==> config.mk <==
export PLATFORM = sky130hd
export DESIGN_NAME = blit_engine
export DESIGN_NICKNAME = d
export VERILOG_FILES = /design/src/rtl/blit_pkg.sv /design/src/rtl/blit_cmd_rx.sv /design/src/rtl/blit_pix_merge.sv /design/src/rtl/blit_seq.sv /design/src/rtl/blit_engine.sv
export SDC_FILE = /design/constraint.sdc
export NUM_CORES = 2
export LEC_CHECK = 0
export ABC_AREA = 1
export BUFFER_PORTS_ARGS = -buffer_cell sky130_fd_sc_hd__buf_2
export CELL_PAD_IN_SITES_DETAIL_PLACEMENT = 1
export CELL_PAD_IN_SITES_GLOBAL_PLACEMENT = 1
export CORE_MARGIN = 3
export CORE_UTILIZATION = 52
export CTS_BUF_LIST = sky130_fd_sc_hd__clkbuf_4
export CTS_CLUSTER_DIAMETER = 200
export CTS_CLUSTER_SIZE = 40
export DETAILED_ROUTE_END_ITERATION = 16
export PLACE_DENSITY = 0.95
export SYNTH_ARGS = -nofsm -noshare
export SYNTH_HDL_FRONTEND = slang
export SYNTH_HIERARCHICAL = 1
export SYNTH_SLANG_ARGS = --single-unit
==> constraint.sdc <==
create_clock -name clk_i -period 18.8 [get_ports clk_i]
set_clock_uncertainty 0.15 [all_clocks]
set_input_delay 3.76 -clock clk_i [delete_from_list [all_inputs] [get_ports clk_i]]
set_output_delay 3.76 -clock clk_i [all_outputs]
set_load 0.005 [all_outputs]
==> src/rtl/blit_pkg.sv <==
package blit_pkg;
    localparam int DWORD_W   = 32;
    localparam int COORD_W   = 16;
    localparam int ADDR_W    = 32;
    localparam int WADDR_W   = ADDR_W - 2;
    localparam int LANES     = DWORD_W / 8;
    localparam int CMD_WORDS = 8;

    typedef enum logic [1:0] {
        PF_8   = 2'b00,
        PF_16  = 2'b01,
        PF_RSV = 2'b10,
        PF_32  = 2'b11
    } pix_fmt_e;

    typedef struct packed {
        logic               wr_alpha;
        logic               wr_rgb;
        logic [7:0]         rop;
        pix_fmt_e           fmt;
        logic [COORD_W-1:0] dpitch;
        logic [COORD_W-1:0] dx1;
        logic [COORD_W-1:0] dy1;
        logic [COORD_W-1:0] dx2;
        logic [COORD_W-1:0] dy2;
        logic [ADDR_W-1:0]  dbase;
        logic [COORD_W-1:0] sx;
        logic [COORD_W-1:0] sy;
        logic [COORD_W-1:0] spitch;
        logic [ADDR_W-1:0]  sbase;
    } blit_cmd_t;

    typedef enum logic [2:0] {
        ST_IDLE,
        ST_SETUP,
        ST_RD_SRC,
        ST_RD_DST,
        ST_WRITE,
        ST_DONE
    } seq_state_e;
endpackage

==> src/rtl/blit_cmd_rx.sv <==
module blit_cmd_rx
    import blit_pkg::*;
(
    input  logic               clk_i,
    input  logic               rst_ni,
    input  logic               cmd_valid_i,
    input  logic [DWORD_W-1:0] cmd_data_i,
    input  logic               busy_i,
    output logic               cmd_ready_o,
    output blit_cmd_t          cmd_o,
    output logic               go_o
);
    localparam int CNT_W = $clog2(CMD_WORDS);

    typedef struct packed {
        logic [CNT_W-1:0] cnt;
        blit_cmd_t        cmd;
        logic             go;
    } rx_t;

    rx_t r_q, r_d;

    assign cmd_ready_o = !busy_i;

    always_comb begin
        r_d    = r_q;
        r_d.go = 1'b0;
        if (cmd_valid_i && !busy_i) begin
            case (int'(r_q.cnt))
                0: begin
                    r_d.cmd.wr_alpha = cmd_data_i[1];
                    r_d.cmd.wr_rgb   = cmd_data_i[0];
                end
                1: begin
                    r_d.cmd.fmt    = pix_fmt_e'(cmd_data_i[25:24]);
                    r_d.cmd.rop    = cmd_data_i[23:16];
                    r_d.cmd.dpitch = cmd_data_i[15:0];
                end
                2: begin
                    r_d.cmd.dy1 = cmd_data_i[31:16];
                    r_d.cmd.dx1 = cmd_data_i[15:0];
                end
                3: begin
                    r_d.cmd.dy2 = cmd_data_i[31:16];
                    r_d.cmd.dx2 = cmd_data_i[15:0];
                end
                4: r_d.cmd.dbase = cmd_data_i;
                5: begin
                    r_d.cmd.sy = cmd_data_i[31:16];
                    r_d.cmd.sx = cmd_data_i[15:0];
                end
                6: r_d.cmd.spitch = cmd_data_i[15:0];
                default: r_d.cmd.sbase = cmd_data_i;
            endcase
            if (int'(r_q.cnt) == CMD_WORDS - 1) begin
                r_d.cnt = '0;
                r_d.go  = 1'b1;
            end else begin
                r_d.cnt = r_q.cnt + 1'b1;
            end
        end
    end

    always_ff @(posedge clk_i or negedge rst_ni) begin
        if (!rst_ni) r_q <= '0;
        else         r_q <= r_d;
    end

    assign cmd_o = r_q.cmd;
    assign go_o  = r_q.go;

    // a new command never launches while the previous one still holds the port
    a_r1_go_not_busy: assert property (@(posedge clk_i) disable iff (!rst_ni)
        go_o |-> $past(cmd_ready_o));
endmodule

==> src/rtl/blit_pix_merge.sv <==
module blit_pix_merge
    import blit_pkg::*;
(
    input  pix_fmt_e           fmt_i,
    input  logic [7:0]         rop_i,
    input  logic               wr_alpha_i,
    input  logic               wr_rgb_i,
    input  logic [DWORD_W-1:0] src_word_i,
    input  logic [1:0]         src_lane_i,
    input  logic [DWORD_W-1:0] dst_word_i,
    input  logic [1:0]         dst_lane_i,
    output logic [DWORD_W-1:0] wdata_o,
    output logic [LANES-1:0]   be_o
);
    logic [7:0]         s8;
    logic [15:0]        s16;
    logic [DWORD_W-1:0] src_rep;

    always_comb begin
        s8  = src_word_i[8*src_lane_i +: 8];
        s16 = src_word_i[16*src_lane_i[1] +: 16];
        case (fmt_i)
            PF_8: begin
                src_rep = {LANES{s8}};
                be_o    = LANES'(1) << dst_lane_i;
            end
            PF_16: begin
                src_rep = {(LANES/2){s16}};
                be_o    = LANES'(3) << (2 * dst_lane_i[1]);
            end
            PF_32: begin
                src_rep = src_word_i;
                be_o    = {wr_alpha_i, {(LANES-1){wr_rgb_i}}};
            end
            default: begin
                src_rep = src_word_i;
                be_o    = '0;
            end
        endcase
    end

    for (genvar b = 0; b < DWORD_W; b++) begin : g_rop
        assign wdata_o[b] = rop_i[{1'b1, src_rep[b], dst_word_i[b]}];
    end
endmodule

==> src/rtl/blit_seq.sv <==
module blit_seq
    import blit_pkg::*;
(
    input  logic               clk_i,
    input  logic               rst_ni,
    input  logic               go_i,
    input  blit_cmd_t          cmd_i,
    input  logic [DWORD_W-1:0] mem_rdata_i,
    output logic [WADDR_W-1:0] mem_addr_o,
    output logic               mem_rd_o,
    output logic               mem_wr_o,
    output logic [1:0]         src_lane_o,
    output logic [1:0]         dst_lane_o,
    output logic [DWORD_W-1:0] src_word_o,
    output logic               busy_o,
    output logic               done_o
);
    typedef struct packed {
        seq_state_e         state;
        logic [COORD_W-1:0] cx;
        logic [COORD_W-1:0] ry;
        logic [COORD_W-1:0] width;
        logic [COORD_W-1:0] height;
        logic [ADDR_W-1:0]  drow;
        logic [ADDR_W-1:0]  srow;
        logic [DWORD_W-1:0] sword;
    } seq_t;

    seq_t s_q, s_d;

    logic [1:0]        shift;
    logic [ADDR_W-1:0] dpitch_a, spitch_a, dbase_a, sbase_a;
    logic [ADDR_W-1:0] doff, soff, dbyte, sbyte;
    logic              rect_ok;
    logic              unused_bits;

    assign unused_bits = ^{cmd_i.rop, cmd_i.wr_alpha, cmd_i.wr_rgb,
                           cmd_i.dpitch[1:0], cmd_i.spitch[1:0],
                           cmd_i.dbase[1:0], cmd_i.sbase[1:0]};

    always_comb begin
        case (cmd_i.fmt)
            PF_8:    shift = 2'd0;
            PF_16:   shift = 2'd1;
            default: shift = 2'd2;
        endcase
        dpitch_a = ADDR_W'({cmd_i.dpitch[COORD_W-1:2], 2'b00});
        spitch_a = ADDR_W'({cmd_i.spitch[COORD_W-1:2], 2'b00});
        dbase_a  = {cmd_i.dbase[ADDR_W-1:2], 2'b00};
        sbase_a  = {cmd_i.sbase[ADDR_W-1:2], 2'b00};
        doff     = ADDR_W'(COORD_W'(cmd_i.dx1 + s_q.cx)) << shift;
        soff     = ADDR_W'(COORD_W'(cmd_i.sx + s_q.cx)) << shift;
        dbyte    = s_q.drow + doff;
        sbyte    = s_q.srow + soff;
        rect_ok  = (cmd_i.dx2 > cmd_i.dx1) && (cmd_i.dy2 > cmd_i.dy1)
                   && (cmd_i.fmt != PF_RSV);
    end

    always_comb begin
        s_d = s_q;
        case (s_q.state)
            ST_IDLE: if (go_i) s_d.state = ST_SETUP;
            ST_SETUP: begin
                s_d.cx     = '0;
                s_d.ry     = '0;
                s_d.width  = cmd_i.dx2 - cmd_i.dx1;
                s_d.height = cmd_i.dy2 - cmd_i.dy1;
                s_d.drow   = dbase_a + ADDR_W'(ADDR_W'(cmd_i.dy1) * dpitch_a);
                s_d.srow   = sbase_a + ADDR_W'(ADDR_W'(cmd_i.sy) * spitch_a);
                s_d.state  = rect_ok ? ST_RD_SRC : ST_DONE;
            end
            ST_RD_SRC: s_d.state = ST_RD_DST;
            ST_RD_DST: begin
                s_d.sword = mem_rdata_i;
                s_d.state = ST_WRITE;
            end
            ST_WRITE: begin
                if (s_q.cx + 1'b1 == s_q.width) begin
                    s_d.cx = '0;
                    if (s_q.ry + 1'b1 == s_q.height) begin
                        s_d.state = ST_DONE;
                    end else begin
                        s_d.ry    = s_q.ry + 1'b1;
                        s_d.drow  = s_q.drow + dpitch_a;
                        s_d.srow  = s_q.srow + spitch_a;
                        s_d.state = ST_RD_SRC;
                    end
                end else begin
                    s_d.cx    = s_q.cx + 1'b1;
                    s_d.state = ST_RD_SRC;
                end
            end
            default: s_d.state = ST_IDLE;
        endcase
    end

    always_ff @(posedge clk_i or negedge rst_ni) begin
        if (!rst_ni) s_q <= '0;
        else         s_q <= s_d;
    end

    assign mem_rd_o   = (s_q.state == ST_RD_SRC) || (s_q.state == ST_RD_DST);
    assign mem_wr_o   = (s_q.state == ST_WRITE);
    assign mem_addr_o = (s_q.state == ST_RD_SRC) ? sbyte[ADDR_W-1:2] : dbyte[ADDR_W-1:2];
    assign src_lane_o = sbyte[1:0];
    assign dst_lane_o = dbyte[1:0];
    assign src_word_o = s_q.sword;
    assign busy_o     = (s_q.state != ST_IDLE);
    assign done_o     = (s_q.state == ST_DONE);

    // a launch request only arrives while the walker is idle
    a_r1_go_only_idle: assert property (@(posedge clk_i) disable iff (!rst_ni)
        go_i |-> (s_q.state == ST_IDLE));
    // every write falls inside the rectangle size latched at setup
    a_r2_write_inside: assert property (@(posedge clk_i) disable iff (!rst_ni)
        mem_wr_o |-> (s_q.cx < s_q.width) && (s_q.ry < s_q.height));
    // a write is always preceded by the destination read of the same pixel
    a_r9_read_before_write: assert property (@(posedge clk_i) disable iff (!rst_ni)
        mem_wr_o |-> $past(mem_rd_o) && $stable(mem_addr_o));
endmodule

==> src/rtl/blit_engine.sv <==
module blit_engine
    import blit_pkg::*;
(
    input  logic               clk_i,
    input  logic               rst_ni,
    input  logic               cmd_valid_i,
    input  logic [DWORD_W-1:0] cmd_data_i,
    output logic               cmd_ready_o,
    output logic               busy_o,
    output logic               done_o,
    output logic [WADDR_W-1:0] mem_addr_o,
    output logic               mem_rd_o,
    output logic               mem_wr_o,
    output logic [DWORD_W-1:0] mem_wdata_o,
    output logic [LANES-1:0]   mem_be_o,
    input  logic [DWORD_W-1:0] mem_rdata_i
);
    blit_cmd_t          cmd;
    logic               go, seq_busy;
    logic [1:0]         src_lane, dst_lane;
    logic [DWORD_W-1:0] src_word;

    assign busy_o = go || seq_busy;

    blit_cmd_rx u_rx (
        .clk_i       (clk_i),
        .rst_ni      (rst_ni),
        .cmd_valid_i (cmd_valid_i),
        .cmd_data_i  (cmd_data_i),
        .busy_i      (busy_o),
        .cmd_ready_o (cmd_ready_o),
        .cmd_o       (cmd),
        .go_o        (go)
    );

    blit_seq u_seq (
        .clk_i       (clk_i),
        .rst_ni      (rst_ni),
        .go_i        (go),
        .cmd_i       (cmd),
        .mem_rdata_i (mem_rdata_i),
        .mem_addr_o  (mem_addr_o),
        .mem_rd_o    (mem_rd_o),
        .mem_wr_o    (mem_wr_o),
        .src_lane_o  (src_lane),
        .dst_lane_o  (dst_lane),
        .src_word_o  (src_word),
        .busy_o      (seq_busy),
        .done_o      (done_o)
    );

    blit_pix_merge u_merge (
        .fmt_i      (cmd.fmt),
        .rop_i      (cmd.rop),
        .wr_alpha_i (cmd.wr_alpha),
        .wr_rgb_i   (cmd.wr_rgb),
        .src_word_i (src_word),
        .src_lane_i (src_lane),
        .dst_word_i (mem_rdata_i),
        .dst_lane_i (dst_lane),
        .wdata_o    (mem_wdata_o),
        .be_o       (mem_be_o)
    );

    // done is a single-cycle pulse and the input reopens right after it
    a_r1_done_pulse: assert property (@(posedge clk_i) disable iff (!rst_ni)
        done_o |=> !done_o && cmd_ready_o);
    // the memory port never reads and writes in the same cycle
    a_r1_rdwr_excl: assert property (@(posedge clk_i) disable iff (!rst_ni)
        !(mem_rd_o && mem_wr_o));
    // byte-wide pixels enable exactly one lane
    a_r4_one_lane: assert property (@(posedge clk_i) disable iff (!rst_ni)
        (mem_wr_o && cmd.fmt == PF_8) |-> ($countones(mem_be_o) == 1));
    // half-word pixels enable exactly two lanes
    a_r5_two_lanes: assert property (@(posedge clk_i) disable iff (!rst_ni)
        (mem_wr_o && cmd.fmt == PF_16) |-> ($countones(mem_be_o) == 2));
    // the reserved format never reaches the write port
    a_r10_rsv_no_write: assert property (@(posedge clk_i) disable iff (!rst_ni)
        mem_wr_o |-> (cmd.fmt != PF_RSV));
endmodule

# Word-level counts from Yosys, hierarchy flattened
# Cells that the tools add are included.
# classes
n_addsub,13
mul,2
n_lt_le_gt_ge,34
n_eq_ne,20
shift,6
n_mux,82
bitwise_logic,1
n_reduce_logical,21
# ops
op,n
$add 32x32->32,4
$lt 3x4->1 const B,32
$mux 64,2
$pmux 32 s2,2
$pmux 64 s2,1
$add 32x16->32,2
$bmux 1 s2,32
$shl 16x2->32,2
$mul 16x14->30,2
$mux 1,34
$add 16x1->16 const B,2
$add 16x16->16,2
$eq 16x16->1,2
$gt 16x16->1,2
$mux 16,2
$shiftx 32x6->16,1
$shiftx 32x6->8,1
$sub 16x16->16,2
$mux 30,1
$mux 19,1
$reduce_and 2->1,8
$eq 3x3->1 const B,5
$pmux 3 s5,1
$eq 3x2->1 const B,4
21 further kinds,32
# totals
regBits,371
output_inout_bits,71

# Depth between registers and ports, before layout
# depth
word_depth,8
depth_mapped,43
ltp_nobuf,40

# Hierarchy
# The synthesis kept the hierarchy.
# modules_own_cells
module,instances,cells_per_inst,area_each_um2
blit_seq,1,5407,35811.8
blit_cmd_rx,1,972,9253.9
blit_pix_merge,1,438,2123.3
blit_engine,1,3,11.3

# Least setup slack after synthesis
# No wires, ideal clock.
# synth_path
kind,input-to-output
from,input port mem_rdata_i[0]
to,output port mem_wdata_o[0]
t_arrival_ps,4050
required_time_ps,14890
slack_ps,10840
path_stages,3
path_cell_list,o21ai_0 > nand3_1 > nand2_1
# synth_between
elab_chain_len,2
# synth_rtl
element,line_no,rtl
start: declaration,blit_engine.sv:16,input logic [DWORD_W-1:0] mem_rdata_i
$bmux 1 s2,blit_pix_merge.sv:43,"assign wdata_o[b] = rop_i[{1'b1, src_rep[b], dst_word_i[b]}];"
$mux 1 (not written as such),blit_pix_merge.sv:43,
end: declaration,blit_engine.sv:14,"output logic [DWORD_W-1:0] mem_wdata_o,"
# No other way between the ends. The select of a mux whose other input is x is not followed.

# Worst setup path in the final report
# layout_path
from,register u_rx.r_q (netlist bit u_rx/cmd_o[192])
to,output port mem_addr_o[27]
# layout_between
elab_chain_len,5
word_cells_on_any_way,8
# layout_rtl
element,line_no,rtl
start: declaration,blit_cmd_rx.sv:21,"rx_t r_q, r_d;"
start signal: assignment,blit_cmd_rx.sv:66,else r_q <= r_d;
$eq 2x1->1 / $logic_not 2->1 (equally long branches),blit_seq.sv:42,case (cmd_i.fmt)
$pmux 2 s2 (*),blit_seq.sv:42,
"$shl 16x2->32, on equally long branches","blit_seq.sv:51, blit_seq.sv:52",
"$add 32x32->32, on equally long branches","blit_seq.sv:53, blit_seq.sv:54",
$mux 30 (*),blit_seq.sv:104,assign mem_addr_o = (s_q.state == ST_RD_SRC) ? sbyte[ADDR_W-1:2] : dbyte[ADDR_W-1:2];
end: declaration,blit_engine.sv:11,"output logic [WADDR_W-1:0] mem_addr_o,"
# Every way passes the cells marked *; elsewhere a longest branch is shown, timed or not.

==> flow_summary_export.csv <==
group,metric,value,unit
clocking,post_cts_buffers,0,
floorplan,start_util,0.527,
hold_path,min_to,"u_rx/cmd_o[140]$_DFFE_PN0P_",
floorplan,die_h,306,um
setup_path,arrival,5.86,ns
setup_path,worstSetupPathType,"reg2out",
hold_path,hold_path.class,"reg2reg",
setup_path,rr_endpoint,"u_seq/s_q[63]$_DFFE_PN0P_",
global_route,overflow,0,
synthesis,netlist_area,46700,um2
detailed_routing,drc,0,
synthesis,syn_inst,6770,
timing,final.setup.tns,0,ns
global_route,antenna_found_initial,5,
global_route,grt_pass1_vias,49230,
timing,rsz0062_at_grt,"no",
synthesis,synth_warnings,6,
setup_path,r2r_start,"u_rx/cmd_o[44]$_DFFE_PN0P_",
layout,drive_gt1_frac,0.0467,
clocking,clk_latency,0.91,ns
setup_path,cp.required,14.89,ns
layout,nets,7278,
timing,setup-violations-final,0,
floorplan,die_x,306,um
detailed_routing,final_antenna_net_count,0,
global_route,grt_usage,0.368,
clocking,cts_tree,"done",
floorplan,coreArea,88600,um2
setup_path,path_max_fanout,21,
detailed_routing,wl,176,mm
global_route,grt_max_degree,140,
detailed_routing,drtIter0Drc,3837,
floorplan,rows,109,
setup_path,worst-r2r-setup-slack,9.76,ns
global_route,grt_pass1_wl,273,mm
run_status,status,"finished clean",
setup_path,ff2ff_path_depth,35,
detailed_routing,dr_total_vias,46348,
clocking,cts_hold_buf,0,
timing,hold_viol,0,
placement,dp_hpwl,142,mm
layout,nFillCells,11899,
placement,dp.cells,7641,
clocking,h-tree-depth,1,
detailed_routing,wire_per_inst,23.0,um
timing,drv_slew,0,
clocking,clkSlewWorstSetupHoldPaths,0.43,ns
clocking,root_buffer,"clkbuf_4",
clocking,cts_made_buffers,12,
timing,worst_pin_slew,1.23,ns
synthesis,avgSynthCellArea,6.90,um2
timing,period_minus_slack,9.77,ns
clocking,clkSinkCount,355,
detailed_routing,viasPerCell,6.05,
floorplan,dieArea,93400,um2
setup_path,worst_setup_path_start_kind,"flip-flop",
timing,max_freq,102,MHz
layout,fin_cells,7661,
detailed_routing,drtPass1Iterations,6,
floorplan,ios,138,
clocking,cts_resized,0,
timing,fin_crit_sh,0.520,
timing,maxSlewHeadroom,0.175,
clocking,clock_tree.buffer_depth,3,
layout,final_common_cell,"nand2_1",
layout,syn2layout_area_growth,-0.418,%
hold_path,whs_path_depth,2,
layout,layout_common_cells,"nand2_1, inv_1, o21ai_0, ha_1, nor2_1",
setup_path,cp-end-kind,"output pin",
flow_run,maxCapViolCount,0,
hold_path,min_from,"u_rx/cmd_o[140]$_DFFE_PN0P_",
placement,gp_congestion,0.986,
placement,io_buffer_count,137,
[critical path, stage by stage (launching register included)]
cell and delay [ns]:
dfrtp_1 0.82, inv_1 0.12, nor2_1 0.82, inv_1 0.64
o21ai_0 0.30, a21oi_1 0.08, ha_1 0.39, nand2_1 0.10
inv_1 0.08, nand2_1 0.07, nor3_1 0.33, nand4_1 0.19
nand3_1 0.30, nand4_1 0.25, a21oi_1 0.18, o21ai_0 0.12
nand2_1 0.07, buf_2 0.11
[layer usage]
layer / vias up / wire length [um] / global-route usage / share of wire
li1: 20590 / - / - / -
met1: 23099 / 71000 / 0.466 / 0.40
met2: 2103 / 83200 / 0.621 / 0.47
met3: 554 / 11800 / 0.0412 / 0.067
met4: 2 / 10100 / 0.192 / 0.057
met5: - / 10 / 0 / 0.000057
[stage by stage]
step / setup WS (ns) / util / instance area [um2] / hold WS [ns]
3_5_place_dp: 10.17 / 0.523 / 46400 / 0.327
6_report: 9.03 / 0.525 / 46500 / 0.395
4_1_cts: 9.12 / 0.524 / 46500 / 0.397
5_1_grt: 8.58 / 0.524 / 46500 / 0.413
2_1_floorplan: 10.84 / - / 46700 / 0.301
3_3_place_gp: 10.29 / 0.523 / 46400 / 0.316
[registers in the layout, indices dropped and copies added (netlist names)]
name and flops:
u_rx/r_q 3, u_seq/src_word_o 32, u_seq/s_q 127, u_rx/cmd_o 192, u_rx/go_o 1
[layout make-up]
type | instances | area, um2 | area share
flip-flops and latches | 355 | 8880 | 0.191
multi-input cells | 4921 | 31200 | 0.672
clock inverters | 1 | 7.51 | 0.000161
well taps | 1165 | 1460 | 0.0313
inverters | 1037 | 3900 | 0.0839
clock buffers | 13 | 97.6 | 0.00210
repair buffers | 163 | 903 | 0.0194
diodes | 6 | 15.0 | 0.000323
[worst max-delay path by stage]
| stage | start | to | slack, ns | depth (start not counted) |
|---|---|---|---|---|
| after floorplan | mem_rdata_i[0] | mem_wdata_o[0] | 10.84 | 3 |
| after global placement | u_seq/s_q[144]$_DFFE_PN0P_ | mem_addr_o[27] | 10.29 | 23 |
| after detailed placement | u_rx/cmd_o[192]$_DFFE_PN0P_ | mem_addr_o[27] | 10.17 | 17 |
| after CTS | u_rx/cmd_o[192]$_DFFE_PN0P_ | mem_addr_o[27] | 9.12 | 17 |
| after global routing | u_rx/cmd_o[192]$_DFFE_PN0P_ | mem_addr_o[29] | 8.58 | 20 |
| final | u_rx/cmd_o[192]$_DFFE_PN0P_ | mem_addr_o[27] | 9.03 | 17 |
Power is left out: the tool's default activity adds up to more than one toggle a clock period on the data nets, which glitch-free logic cannot reach.
